`src/rtl/sgc_pkg.sv`:
```
package sgc_pkg;
   localparam int DW = 16;
   localparam int AW = 6;
   typedef logic [DW-1:0] word_t;

   localparam logic [AW-1:0] OFS_CTRL = 6'h00;
   localparam logic [AW-1:0] OFS_MEM  = 6'h02;
   localparam logic [AW-1:0] OFS_HVEC = 6'h06;
   localparam logic [AW-1:0] OFS_FLAG = 6'h0E;
   localparam logic [1:0]    SEG_CMD  = 2'b01;
   localparam logic [1:0]    SEG_STAT = 2'b10;

   // Byte-lane merge of new data into an old word
   function automatic word_t lane_merge(word_t old_w, word_t new_w, logic [DW/8-1:0] be);
      word_t r;
      for (int i = 0; i < DW/8; i++)
         r[i*8 +: 8] = be[i] ? new_w[i*8 +: 8] : old_w[i*8 +: 8];
      return r;
   endfunction
endpackage

```
`src/rtl/sgc_lanereg.sv`:
```
module sgc_lanereg #(
   parameter int LANES = 2
) (
   input  logic               clk,
   input  logic               rst_n,
   input  logic               we,
   input  logic [LANES-1:0]   be,
   input  logic [LANES*8-1:0] d,
   output logic [LANES*8-1:0] q
);
   generate
      for (genvar g = 0; g < LANES; g++) begin : g_lane
         always_ff @(posedge clk or negedge rst_n) begin
            if (!rst_n)              q[g*8 +: 8] <= '0;
            else if (we && be[g])    q[g*8 +: 8] <= d[g*8 +: 8];
         end
      end
   endgenerate
endmodule

```
`src/rtl/sgc_gate.sv`:
```
module sgc_gate
   import sgc_pkg::*;
#(
   parameter int WP_W    = 8,
   parameter int BANK_W  = 2,
   parameter int IDX_W   = 16,
   parameter int UNIT_LG = 9
) (
   input  logic              clk,
   input  logic              rst_n,
   input  logic              ctrl_wr,
   input  logic              mem_wr,
   input  logic [1:0]        be,
   input  word_t             wdata,
   input  logic              irq2_en,
   input  logic              wram_1m,
   input  logic              wram_release,
   input  logic              prg_req,
   input  logic [IDX_W-1:0]  prg_idx,
   output logic              sub_hold,
   output logic              sub_busreq,
   output logic              sub_irq2,
   output logic [BANK_W-1:0] prg_bank,
   output logic [WP_W-1:0]   prg_wprot,
   output logic              wram_dmna,
   output logic              wram_ret,
   output logic              prg_wr_ok
);
   localparam int CMP_W = (WP_W + UNIT_LG > IDX_W) ? WP_W + UNIT_LG : IDX_W;

   logic [CMP_W-1:0] bound, idx_x;
   logic             unused_wd;

   assign unused_wd = ^{wdata[5:2], wdata[15:9]};

   always_ff @(posedge clk or negedge rst_n) begin
      if (!rst_n) begin
         sub_hold   <= 1'b1;
         sub_busreq <= 1'b0;
         sub_irq2   <= 1'b0;
      end else begin
         sub_irq2 <= ctrl_wr && be[1] && wdata[8] && irq2_en;
         if (ctrl_wr && be[0]) begin
            sub_busreq <= wdata[1];
            sub_hold   <= ~wdata[0];
         end
      end
   end

   always_ff @(posedge clk or negedge rst_n) begin
      if (!rst_n) begin
         prg_wprot <= '0;
         prg_bank  <= '0;
         wram_dmna <= 1'b0;
         wram_ret  <= 1'b0;
      end else begin
         if (wram_release) begin
            wram_dmna <= 1'b0;
            wram_ret  <= 1'b1;
         end
         if (mem_wr && be[1]) prg_wprot <= wdata[15:8];
         if (mem_wr && be[0]) begin
            prg_bank <= wdata[7:6];
            if (wdata[1]) begin
               wram_dmna <= 1'b1;
               if (!wram_1m) wram_ret <= 1'b0;
            end
         end
      end
   end

   assign bound     = CMP_W'({prg_wprot, {UNIT_LG{1'b0}}});
   assign idx_x     = CMP_W'(prg_idx);
   assign prg_wr_ok = prg_req && sub_busreq && (idx_x >= bound);
endmodule

```
`src/rtl/sgc_mailbox.sv`:
```
module sgc_mailbox
   import sgc_pkg::*;
#(
   parameter int N_MB = 8
) (
   input  logic       clk,
   input  logic       rst_n,
   input  logic       flag_wr,
   input  logic       cmd_wr,
   input  logic [2:0] m_idx,
   input  logic [1:0] be,
   input  word_t      wdata,
   input  logic       sub_flag_we,
   input  logic [7:0] sub_flag_lo,
   input  logic       sub_stat_we,
   input  logic [2:0] sub_idx,
   input  word_t      sub_wdata,
   output word_t      flag_q,
   output word_t      cmd_rd,
   output word_t      stat_rd,
   output word_t      sub_cmd_q,
   output logic       flag_lo_err
);
   word_t cmd_r  [N_MB];
   word_t stat_r [N_MB];

   always_ff @(posedge clk or negedge rst_n) begin
      if (!rst_n) begin
         flag_q      <= '0;
         flag_lo_err <= 1'b0;
      end else begin
         flag_lo_err <= flag_wr && be[0];
         if (flag_wr && be[1]) flag_q[15:8] <= wdata[15:8];
         if (sub_flag_we)      flag_q[7:0]  <= sub_flag_lo;
      end
   end

   generate
      for (genvar g = 0; g < N_MB; g++) begin : g_word
         sgc_lanereg #(.LANES(2)) i_cmd (
            .clk(clk), .rst_n(rst_n),
            .we(cmd_wr && (m_idx == 3'(g))), .be(be),
            .d(wdata), .q(cmd_r[g])
         );
         sgc_lanereg #(.LANES(2)) i_stat (
            .clk(clk), .rst_n(rst_n),
            .we(sub_stat_we && (sub_idx == 3'(g))), .be(2'b11),
            .d(sub_wdata), .q(stat_r[g])
         );
      end
   endgenerate

   always_comb begin
      cmd_rd    = '0;
      stat_rd   = '0;
      sub_cmd_q = '0;
      for (int i = 0; i < N_MB; i++) begin
         if (m_idx == 3'(i)) begin
            cmd_rd  = cmd_r[i];
            stat_rd = stat_r[i];
         end
         if (sub_idx == 3'(i)) sub_cmd_q = cmd_r[i];
      end
   end
endmodule

```
`src/rtl/sub_gate_ctrl.sv`:
```
module sub_gate_ctrl
   import sgc_pkg::*;
#(
   parameter int N_MB    = 8,
   parameter int WP_W    = 8,
   parameter int BANK_W  = 2,
   parameter int IDX_W   = 16,
   parameter int UNIT_LG = 9
) (
   input  logic              clk,
   input  logic              rst_n,
   input  logic              m_we,
   input  logic [5:0]        m_addr,
   input  logic [1:0]        m_be,
   input  logic [15:0]       m_wdata,
   output logic [15:0]       m_rdata,
   input  logic              irq2_en,
   input  logic              wram_1m,
   input  logic              wram_release,
   input  logic              sub_flag_we,
   input  logic [7:0]        sub_flag_lo,
   input  logic              sub_stat_we,
   input  logic [2:0]        sub_idx,
   input  logic [15:0]       sub_wdata,
   output logic [15:0]       sub_cmd_q,
   output logic [15:0]       mb_flag,
   output logic              sub_hold,
   output logic              sub_busreq,
   output logic              sub_irq2,
   output logic [BANK_W-1:0] prg_bank,
   output logic [WP_W-1:0]   prg_wprot,
   output logic              wram_dmna,
   output logic              wram_ret,
   input  logic              prg_req,
   input  logic [IDX_W-1:0]  prg_idx,
   output logic              prg_wr_ok,
   output logic              flag_lo_err
);
   generate
      if (N_MB < 1 || N_MB > 8)  $error("N_MB must be 1..8");
      if (WP_W != 8)             $error("WP_W must be 8 to fit the upper byte");
      if (BANK_W != 2)           $error("BANK_W must be 2 to fit bits 7:6");
      if (IDX_W < 1)             $error("IDX_W must be positive");
   endgenerate

   logic       ctrl_wr, mem_wr, hvec_wr, flag_wr, cmd_wr;
   logic       cmd_hit, stat_hit;
   logic [2:0] m_idx;
   word_t      hvec_q, cmd_rd, stat_rd;

   assign m_idx    = m_addr[3:1];
   assign cmd_hit  = (m_addr[5:4] == SEG_CMD)  && !m_addr[0];
   assign stat_hit = (m_addr[5:4] == SEG_STAT) && !m_addr[0];
   assign ctrl_wr  = m_we && (m_addr == OFS_CTRL);
   assign mem_wr   = m_we && (m_addr == OFS_MEM);
   assign hvec_wr  = m_we && (m_addr == OFS_HVEC);
   assign flag_wr  = m_we && (m_addr == OFS_FLAG);
   assign cmd_wr   = m_we && cmd_hit;

   sgc_gate #(.WP_W(WP_W), .BANK_W(BANK_W), .IDX_W(IDX_W), .UNIT_LG(UNIT_LG)) i_gate (
      .clk(clk), .rst_n(rst_n), .ctrl_wr(ctrl_wr), .mem_wr(mem_wr),
      .be(m_be), .wdata(m_wdata), .irq2_en(irq2_en), .wram_1m(wram_1m),
      .wram_release(wram_release), .prg_req(prg_req), .prg_idx(prg_idx),
      .sub_hold(sub_hold), .sub_busreq(sub_busreq), .sub_irq2(sub_irq2),
      .prg_bank(prg_bank), .prg_wprot(prg_wprot), .wram_dmna(wram_dmna),
      .wram_ret(wram_ret), .prg_wr_ok(prg_wr_ok)
   );

   sgc_lanereg #(.LANES(2)) i_hvec (
      .clk(clk), .rst_n(rst_n), .we(hvec_wr), .be(m_be), .d(m_wdata), .q(hvec_q)
   );

   sgc_mailbox #(.N_MB(N_MB)) i_mb (
      .clk(clk), .rst_n(rst_n), .flag_wr(flag_wr), .cmd_wr(cmd_wr),
      .m_idx(m_idx), .be(m_be), .wdata(m_wdata),
      .sub_flag_we(sub_flag_we), .sub_flag_lo(sub_flag_lo),
      .sub_stat_we(sub_stat_we), .sub_idx(sub_idx), .sub_wdata(sub_wdata),
      .flag_q(mb_flag), .cmd_rd(cmd_rd), .stat_rd(stat_rd),
      .sub_cmd_q(sub_cmd_q), .flag_lo_err(flag_lo_err)
   );

   always_comb begin
      m_rdata = '0;
      if (m_addr == OFS_CTRL)      m_rdata = {irq2_en, 13'b0, sub_busreq, ~sub_hold};
      else if (m_addr == OFS_MEM)  m_rdata = {prg_wprot, prg_bank, 3'b0, wram_1m, wram_dmna, wram_ret};
      else if (m_addr == OFS_HVEC) m_rdata = hvec_q;
      else if (m_addr == OFS_FLAG) m_rdata = mb_flag;
      else if (cmd_hit)            m_rdata = cmd_rd;
      else if (stat_hit)           m_rdata = stat_rd;
   end
endmodule

```
`config.mk`:
```
export PLATFORM = sky130hd
export DESIGN_NAME = sub_gate_ctrl
export DESIGN_NICKNAME = d
export VERILOG_FILES = /design/src/rtl/sgc_pkg.sv /design/src/rtl/sgc_lanereg.sv /design/src/rtl/sgc_gate.sv /design/src/rtl/sgc_mailbox.sv /design/src/rtl/sub_gate_ctrl.sv
export SDC_FILE = /design/constraint.sdc
export NUM_CORES = 1
export LEC_CHECK = 0
export BUFFER_PORTS_ARGS = -buffer_cell sky130_fd_sc_hd__buf_2
export CORE_MARGIN = 5
export CORE_UTILIZATION = 35
export CTS_BUF_LIST = sky130_fd_sc_hd__clkbuf_2 sky130_fd_sc_hd__clkbuf_4 sky130_fd_sc_hd__clkbuf_8
export CTS_CLUSTER_SIZE = 20
export DETAILED_ROUTE_END_ITERATION = 10
export PLACE_DENSITY = 0.56
export SLEW_MARGIN = 25
export SYNTH_ARGS = -nofsm -noshare
export SYNTH_HDL_FRONTEND = slang
export SYNTH_SLANG_ARGS = --single-unit
```
`constraint.sdc`:
```
create_clock -name clk -period 3.2 [get_ports clk]
set_clock_uncertainty 0.2 [all_clocks]
set_input_delay 0.64 -clock clk [delete_from_list [all_inputs] [get_ports clk]]
set_output_delay 0.64 -clock clk [all_outputs]
set_load 0.005 [all_outputs]
```
==> results of run 1 <==
## synthesized netlist by cell type, drive strengths merged (2+ instances only)
library cell	number	area share, %
o21ai	53	1.7
o22ai	10	0.40
mux2	336	25
or3	5	0.23
a2bb2oi	5	0.28
or4b	2	0.13
clkinv	2	0.048
nor3	14	0.52
dfrtp	303	49
or3b	2	0.11
nand2	50	1.2
nand3	13	0.42
inv	14	0.34
nand4	2	0.081
nor2b	10	0.40
o21a	6	0.29
o22a	6	0.34
a211oi	8	0.39
a31oi	3	0.12
a22oi	17	0.82
buf	36	1.2
and3	3	0.12
o221ai	18	1.0
a222oi	4	0.26
a221o	7	0.45
clkbuf	55	1.3
a22o	5	0.28
a211o	2	0.11
nor4	3	0.12
a21oi	45	1.5
o32ai	2	0.11
ha	7	0.56
and2	5	0.20
a221oi	10	0.56
mux4	30	4.4
or2	3	0.12
o211ai	7	0.34
mux2i	44	2.8
o2111ai	3	0.17
nor3b	3	0.18
nor2	48	1.4
nand2b	15	0.61
## sequential cells by signal, indices dropped and copies added, names as in the netlist
register	count
i_mb.flag_q	16
i_gate.wram_ret	1
i_gate.sub_hold	1
i_gate.prg_bank	2
i_gate.wram_dmna	1
i_mb.g_word.i_stat.q	128
i_gate.sub_irq2	1
i_hvec.q	16
i_gate.sub_busreq	1
i_gate.prg_wprot	8
i_mb.g_word.i_cmd.q	128
i_mb.flag_lo_err	1
## cell type report
class                      instances  share of cell area [%]
sequential                       304                    38.4
clock buffer                      84                    5.24
multi-input combinational        820                    39.0
tap                              592                    3.74
clock inverter                    10                   0.474
timing repair buffer             328                    12.7
inverter                          16                   0.341
## where the power goes
part | switching, mW | internal (mW)
Combinational | 0.792 | 0.968
Clock | 1.66 | 2.14
Sequential | 0.329 | 4.39
## kinds of logic after synthesis
group	count (synthesis)	share of synthesized area [%]
muxes	410	31.8
DFF	304	49.1
AOI/OAI and AO/OA	219	9.55
and+or+nand+nor	184	6.14
buffers and inverters	107	2.87
adders and majority gates	7	0.565
## through the flow
step / cell area [sq um] / hold WS [ps] / setup TNS (ps) / utilization, %
floorplan: 15500 / 144 / 0 / -
global placement: 18000 / 279 / -2710 / 40.8
detailed placement: 18000 / 288 / -2560 / 40.8
CTS: 19400 / 0.855 / -199 / 44.1
global route: 19800 / 18.4 / -243 / 45.0
finish: 19800 / 47.7 / -38.3 / 45.0
## repair_timing
item	CTS	global route
pin swaps	12	20
endpoints found under the setup margin	19	16
buffers inserted	10	11
cloned	0	4
endpoints found under the hold margin	72	0
gates resized for setup	52	48
hold buffers	4	0
## per-layer routing
layer	up-vias	global-route usage (%)	part of all wire, %
met3	82	4.47	6.5
met5	-	0	0
met1	6157	29.3	45
met2	396	32.3	46
li1	5228	-	-
met4	0	5.66	2.6
## final timing paths
kind                                                      endpoint  slack (ps)  depth (start not counted)
max                                                      prg_wr_ok         -30                          7
min                                     i_mb.flag_q[7]$_DFFE_PN0P_          50                          2
min in group asynchronous   i_mb.g_word[0].i_stat.q[9]$_DFFE_PN0P_         410                          2
max reg2reg                        i_gate.prg_wprot[0]$_DFFE_PN0P_        2090                          2
max in group asynchronous              i_gate.sub_hold$_DFFE_PN1P_        1490                          3
min reg2reg                i_mb.g_word[1].i_stat.q[14]$_DFFE_PN0P_         300                          1
==> impl_metrics.csv, run 1 <==
group,metric,value,unit
placed_design,port_buffers,140,
yosys,synth_seq_area_share,49.1,%
yosys,ffs_w_async_s_r_synth,100,%
hold_path,min_path_type,"input port to flip-flop",
floorplan,floorplan.rows,77,
critical_path,worst_setup_path_startpoint,"i_gate.prg_wprot[0]$_DFFE_PN0P_",
sta,rsz_0062_raised_after_global_routing,"yes",
yosys,netlist_area,15500,sq um
cts,cts_tree,"done",
critical_path,crit_path_max_incr_delay,460,ps
global_routing,overflow,0,
sta,slew-limit-headroom,54.2,%
floorplan,io_pins,141,
cts,clock_tree.htree_level_count,2,
route,detail_route.iter0.violations,868,
route,ant_nets,0,
final_layout,mostFrequentLayoutCells,"328 x mux2_2, 303 x dfrtp_1, 148 x buf_4",
yosys,synthFlopType,"dfrtp_1",
placed_design,gpl_congestion,0.865,
cts,cts.sinks,304,
final_layout,area_taken_by_multi_input_logic_gates,7730,sq um
final_layout,n_antenna_cell,0,
final_layout,ff_latch_area,7610,sq um
critical_path,cp_max_stage_cell,"or4b_4",
critical_path,critPathLaunchType,"flip-flop",
critical_path,crit_chain,"ha_1 > or4b_4 > o41ai_4 > nand2_1 > a21oi_2 > o31a_1 > buf_2",
sta,setup_ws,-33.7,ps
yosys,synth_edf_count,0,
yosys,number_of_warnings_reported_in_the_yosys_synthesis_log,0,
run_status,violated_checks,"setup timing",
hold_path,min_from,"sub_flag_lo[7]",
sta,achievable-frequency,309,MHz
critical_path,critical_path.endpoint_type,"output port",
yosys,synth_fp_nets,1314,
sta,timing_hold_violations_final,0,
power,power.static_leakage,9.11,nW
route,post_drt_wl_per_cell,23.7,microns
global_routing,groute.usage.overall,20.7,%
placed_design,place.detailed.hpwl,36.3,mm
critical_path,critical_path_required,2360,ps
cts,cts_buffers,54,
critical_path,crit_buf_inv,1,
final_layout,layout.cells.most_common,"mux2_2",
global_routing,grt_antenna_before_repair,0,
final_layout,instances_no_fill,2154,
cts,insertion_delay,590,ps
final_layout,areaGrowthSynthToFinish,27.7,%
placed_design,dp_cells,2032,
sta,final.period_utilization,101,%
yosys,synth-seq-cells,304,
final_layout,fillers,4098,
critical_path,startpoint_of_the_most_critical_register_to_register_path,"i_gate.prg_wprot[0]$_DFFE_PN0P_",
critical_path,worstPathMaxFanout,2,
yosys,number_of_cells_produced_by_synthesis,1231,
route,detailroute.via_count,11863,
power,power_per_unit_of_standard_cell_area,519,nW/um^2
route,detail_route.wirelength,51.1,mm
global_routing,via_count_of_the_first_global_routing_pass,12384,
floorplan,initial_core_util,35.2,%
route,1st_pass_router_iterations,5,
run_status,run_status,"complete, but fails checks",
route,post-route-drc-count,0,
floorplan,core-area,44000,sq um
global_routing,first_pass_grt_wire_length,76.5,mm
cts,root_buffer,"clkbuf_8",
yosys,synthesis.area_per_instance,12.6,sq um
floorplan,chipWidth,220,microns
floorplan,fp.dieArea,48600,sq um
sta,finalMaxSlewViolations,0,
floorplan,floorplan.die.height,220,microns
power,design_power_total,10.3,mW
global_routing,largest_net_degree_at_the_start_of_global_routing,79,
final_layout,ratio_of_cells_with_drive_above_1_in_the_final_layout,54.8,%
cts,clockBufferDepth,3,
yosys,post_synth_num_cell_types,66,
final_layout,finalNetCount,1607,
critical_path,worst_ep_arrival_time,2390,ps
sta,final.min_clock_period,3230,ps
critical_path,timing.setup.critical_path_class,"flip-flop to output port",
placed_design,place_worst_setup_slack,-276,ps
sta,setup_viol,2,
sta,tightestPinTransition,687,ps
power,worst_ir_drop_vdd,0.264,mV
critical_path,timing.critical_path.max_delay_family,"simple AND/OR/NAND/NOR gates",
run,cap_violations,0,
cts,path_clk_slew,60,ps
route,via_per_inst,5.51,
Power figures use the tool's default switching activity.
==> run 2: changes to the inputs <==
--- a/config.mk
+++ b/config.mk
@@ -5,6 +5,7 @@
 export SDC_FILE = /design/constraint.sdc
 export NUM_CORES = 1
 export LEC_CHECK = 0
+export ABC_AREA = 1
 export BUFFER_PORTS_ARGS = -buffer_cell sky130_fd_sc_hd__buf_2
 export CORE_MARGIN = 5
 export CORE_UTILIZATION = 35
@@ -12,6 +13,7 @@
 export CTS_CLUSTER_SIZE = 20
 export DETAILED_ROUTE_END_ITERATION = 10
 export PLACE_DENSITY = 0.56
+export SKIP_CTS_REPAIR_TIMING = 1
 export SLEW_MARGIN = 25
 export SYNTH_ARGS = -nofsm -noshare
 export SYNTH_HDL_FRONTEND = slang
==> run 2 against run 1 <==
  * The run now ends clean
  * Clock power shrank 1%
  * Hold slack lost 31 ps
  * Setup slack gained 120 ps
  * Non-clock buffer count shrank 89
  * Cell area shrank 10%
==> impl_metrics.csv, run 2 <==
group,metric,value,unit
global_routing,overflow,0,
critical_path,worstPathMaxFanout,8,
yosys,yosysTopAreaCell,"dfrtp_1",
sta,achievable-frequency,321,MHz
global_routing,via_count_of_the_first_global_routing_pass,13023,
yosys,synth_top_cells_by_area,"dfrtp_1 52%, nand2_1 17%, o21ai_0 10%",
floorplan,core-area,41000,sq um
final_layout,layout.core_utilization,43.3,%
final_layout,reg_top3,"i_mb.g_word.i_cmd.q (128), i_mb.g_word.i_stat.q (128)",
critical_path,critPathLaunchType,"input port",
critical_path,critical_path.endpoint_type,"output port",
yosys,yosysMostFrequentCell,"nand2_1",
cts,cts.sinks,304,
cts,cts_buffers,54,
yosys,post_synth_num_cell_types,39,
floorplan,floorplan.die.height,214,microns
sta,final.min_clock_period,3110,ps
final_layout,finalNetCount,2140,
critical_path,crit_path_max_incr_delay,170,ps
sta,rsz_0062_raised_after_global_routing,"yes",
yosys,synthTopCellsByCount,"646 x nand2_1, 303 x dfrtp_1, 303 x o21ai_0",
critical_path,ff2ff_setup_slack,2180,ps
route,1st_pass_router_iterations,6,
sta,finalMaxSlewViolations,0,
route,detail_route.wirelength,47.0,mm
yosys,number_of_warnings_reported_in_the_yosys_synthesis_log,0,
route,detail_route.iter0.violations,1004,
yosys,number_of_cells_produced_by_synthesis,1859,
power,worst_ir_drop_vdd,0.327,mV
critical_path,worst_ep_arrival_time,2270,ps
power,design_power_total,9.66,mW
sta,setup_viol,0,
final_layout,n_antenna_cell,0,
final_layout,layout.cells.most_common,"nand2_1",
yosys,netlist_area,14600,sq um
cts,insertion_delay,620,ps
yosys,synth_fp_nets,1942,
placed_design,port_buffers,140,
route,ant_nets,0,
yosys,synthFlopType,"dfrtp_1",
hold_path,min_path_type,"input port to flip-flop",
route,via_per_inst,5.11,
critical_path,timing.setup.critical_path_class,"input port to output port",
critical_path,crit_chain,"buf_4 > buf_6 > nor3_4 > buf_12 > clkbuf_16 > buf_4 > nand2_1 > nand3_1 > o22ai_2 > nand4_1 > nand2_1 > nand3_1 > o21ai_1 > inv_1 > buf_2",
floorplan,fp.dieArea,45800,sq um
floorplan,io_pins,141,
final_layout,ratio_of_cells_with_drive_above_1_in_the_final_layout,19.0,%
yosys,synth_edf_count,0,
placed_design,place.detailed.hpwl,33.4,mm
yosys,ffs_w_async_s_r_synth,100,%
placed_design,gpl_congestion,0.888,
route,detailroute.via_count,13421,
critical_path,reg2reg_depth,3,
yosys,synthesis.area_per_instance,7.83,sq um
final_layout,mostFrequentLayoutCells,"638 x nand2_1, 303 x o21ai_0, 302 x dfrtp_1",
floorplan,floorplan.rows,74,
final_layout,areaGrowthSynthToFinish,22.1,%
cts,root_buffer,"clkbuf_8",
sta,tightestPinTransition,585,ps
critical_path,rr_endpoint,"i_gate.prg_wprot[5]$_DFFE_PN0P_",
floorplan,initial_core_util,35.5,%
sta,slew-limit-headroom,61.0,%
global_routing,first_pass_grt_wire_length,73.9,mm
critical_path,cp_max_stage_cell,"o22ai_2",
global_routing,groute.usage.overall,19.8,%
sta,timing_hold_violations_final,0,
route,post-route-drc-count,0,
yosys,synth-seq-cells,304,
global_routing,grt_antenna_before_repair,0,
cts,path_clk_slew,60,ps
critical_path,startpoint_of_the_most_critical_register_to_register_path,"i_gate.prg_wprot[5]$_DFFE_PN0P_",
run_status,run_status,"completed",
floorplan,chipWidth,214,microns
critical_path,critical_path_required,2360,ps
run,cap_violations,0,
critical_path,critPathCapture,"m_rdata[7]",
cts,clockBufferDepth,3,
sta,final.period_utilization,97.3,%
cts,clock_tree.htree_level_count,2,
yosys,synth.top_cell.area_share,52.1,%
power,power_per_unit_of_standard_cell_area,543,nW/um^2
critical_path,worst_setup_path_startpoint,"m_addr[1]",
cts,cts_tree,"done",
global_routing,largest_net_degree_at_the_start_of_global_routing,70,
power,power.static_leakage,8.60,nW
yosys,synth_seq_area_share,52.3,%
route,post_drt_wl_per_cell,17.9,microns
[run 2: cell count changes after synthesis, sizes merged, moves of 20 or more]
cell	before	now
mux4	30	0
nand3	13	61
clkbuf	55	75
a21oi	45	82
mux2	336	6
nand2	50	647
mux2i	44	0
nor2	48	95
o21ai	53	316
inv	14	125
nand4	2	48
[run 2: how the worst min path moves through the flow]
stage	start	end	slack, ps	cells past startpoint
6_report	wram_release	i_gate.wram_dmna$_DFF_PN0_	20	2
5_1_grt	wram_release	i_gate.wram_dmna$_DFF_PN0_	2	2
4_1_cts	rst_n	i_mb.g_word[0].i_stat.q[6]$_DFFE_PN0P_	-220	1
3_5_place_dp	i_mb.g_word[5].i_stat.q[10]$_DFFE_PN0P_	i_mb.g_word[5].i_stat.q[10]$_DFFE_PN0P_	270	2
3_3_place_gp	i_mb.g_word[5].i_stat.q[6]$_DFFE_PN0P_	i_mb.g_word[5].i_stat.q[6]$_DFFE_PN0P_	260	2
2_1_floorplan	rst_n	i_gate.prg_bank[0]$_DFFE_PN0P_	140	0
[run 2: cell families after synthesis]
family | synth area share (%)
AO/OA/AOI/OAI | 15.5
adder cells (fa/ha/maj) | 0.602
buffers and inverters | 5.99
flip-flops | 52.3
multiplexers | 0.464
AND/OR/NAND/NOR | 25.1
[run 2: final cells by class]
| type | instances | area, sq um |
|---|---|---|
| fill | 4154 | 23200 |
| inverter | 127 | 500 |
| multi-input combinational | 1331 | 6180 |
| clock inverter | 6 | 57.6 |
| timing repair buffer | 239 | 1700 |
| sequential | 304 | 7610 |
| tap | 532 | 666 |
| clock buffer | 87 | 1050 |
[run 2: where the power goes]
group          leakage (nW)  switching, mW  internal, mW
sequential             3.99          0.310          4.33
combinational          4.02          0.754         0.496
clock                 0.596           1.62          2.14
total                  8.60           2.69          6.97
[run 2: worst max-delay path: cells and delay by family]
kind                   cells  cell delay [ps]
AOI/OAI and AO/OA          2              240
buffers and inverters      7              880
and+or+nand+nor            6              490
[run 2: metrics by stage]
| step | setup TNS [ps] | worst slack, ps | hold slack, ps | cells | area (sq um) |
|---|---|---|---|---|---|
| floorplan | 0 | 386 | 144 | 1859 | 14600 |
| global placement | -122 | -66.5 | 260 | 2516 | 16300 |
| detailed placement | -101 | -52.8 | 270 | 2516 | 16300 |
| CTS | -127 | -65.8 | -222 | 2609 | 17400 |
| global route | -5.03 | -1.84 | 2.32 | 2626 | 17800 |
| finish | 0 | 86.8 | 16.9 | 2626 | 17800 |
[run 2: routing by layer]
metal / part of all wire [%] / track usage (%)
met1: 45 / 26.6
met2: 47 / 33.0
met3: 5.2 / 3.40
met4: 2.8 / 6.25
met5: 0 / 0
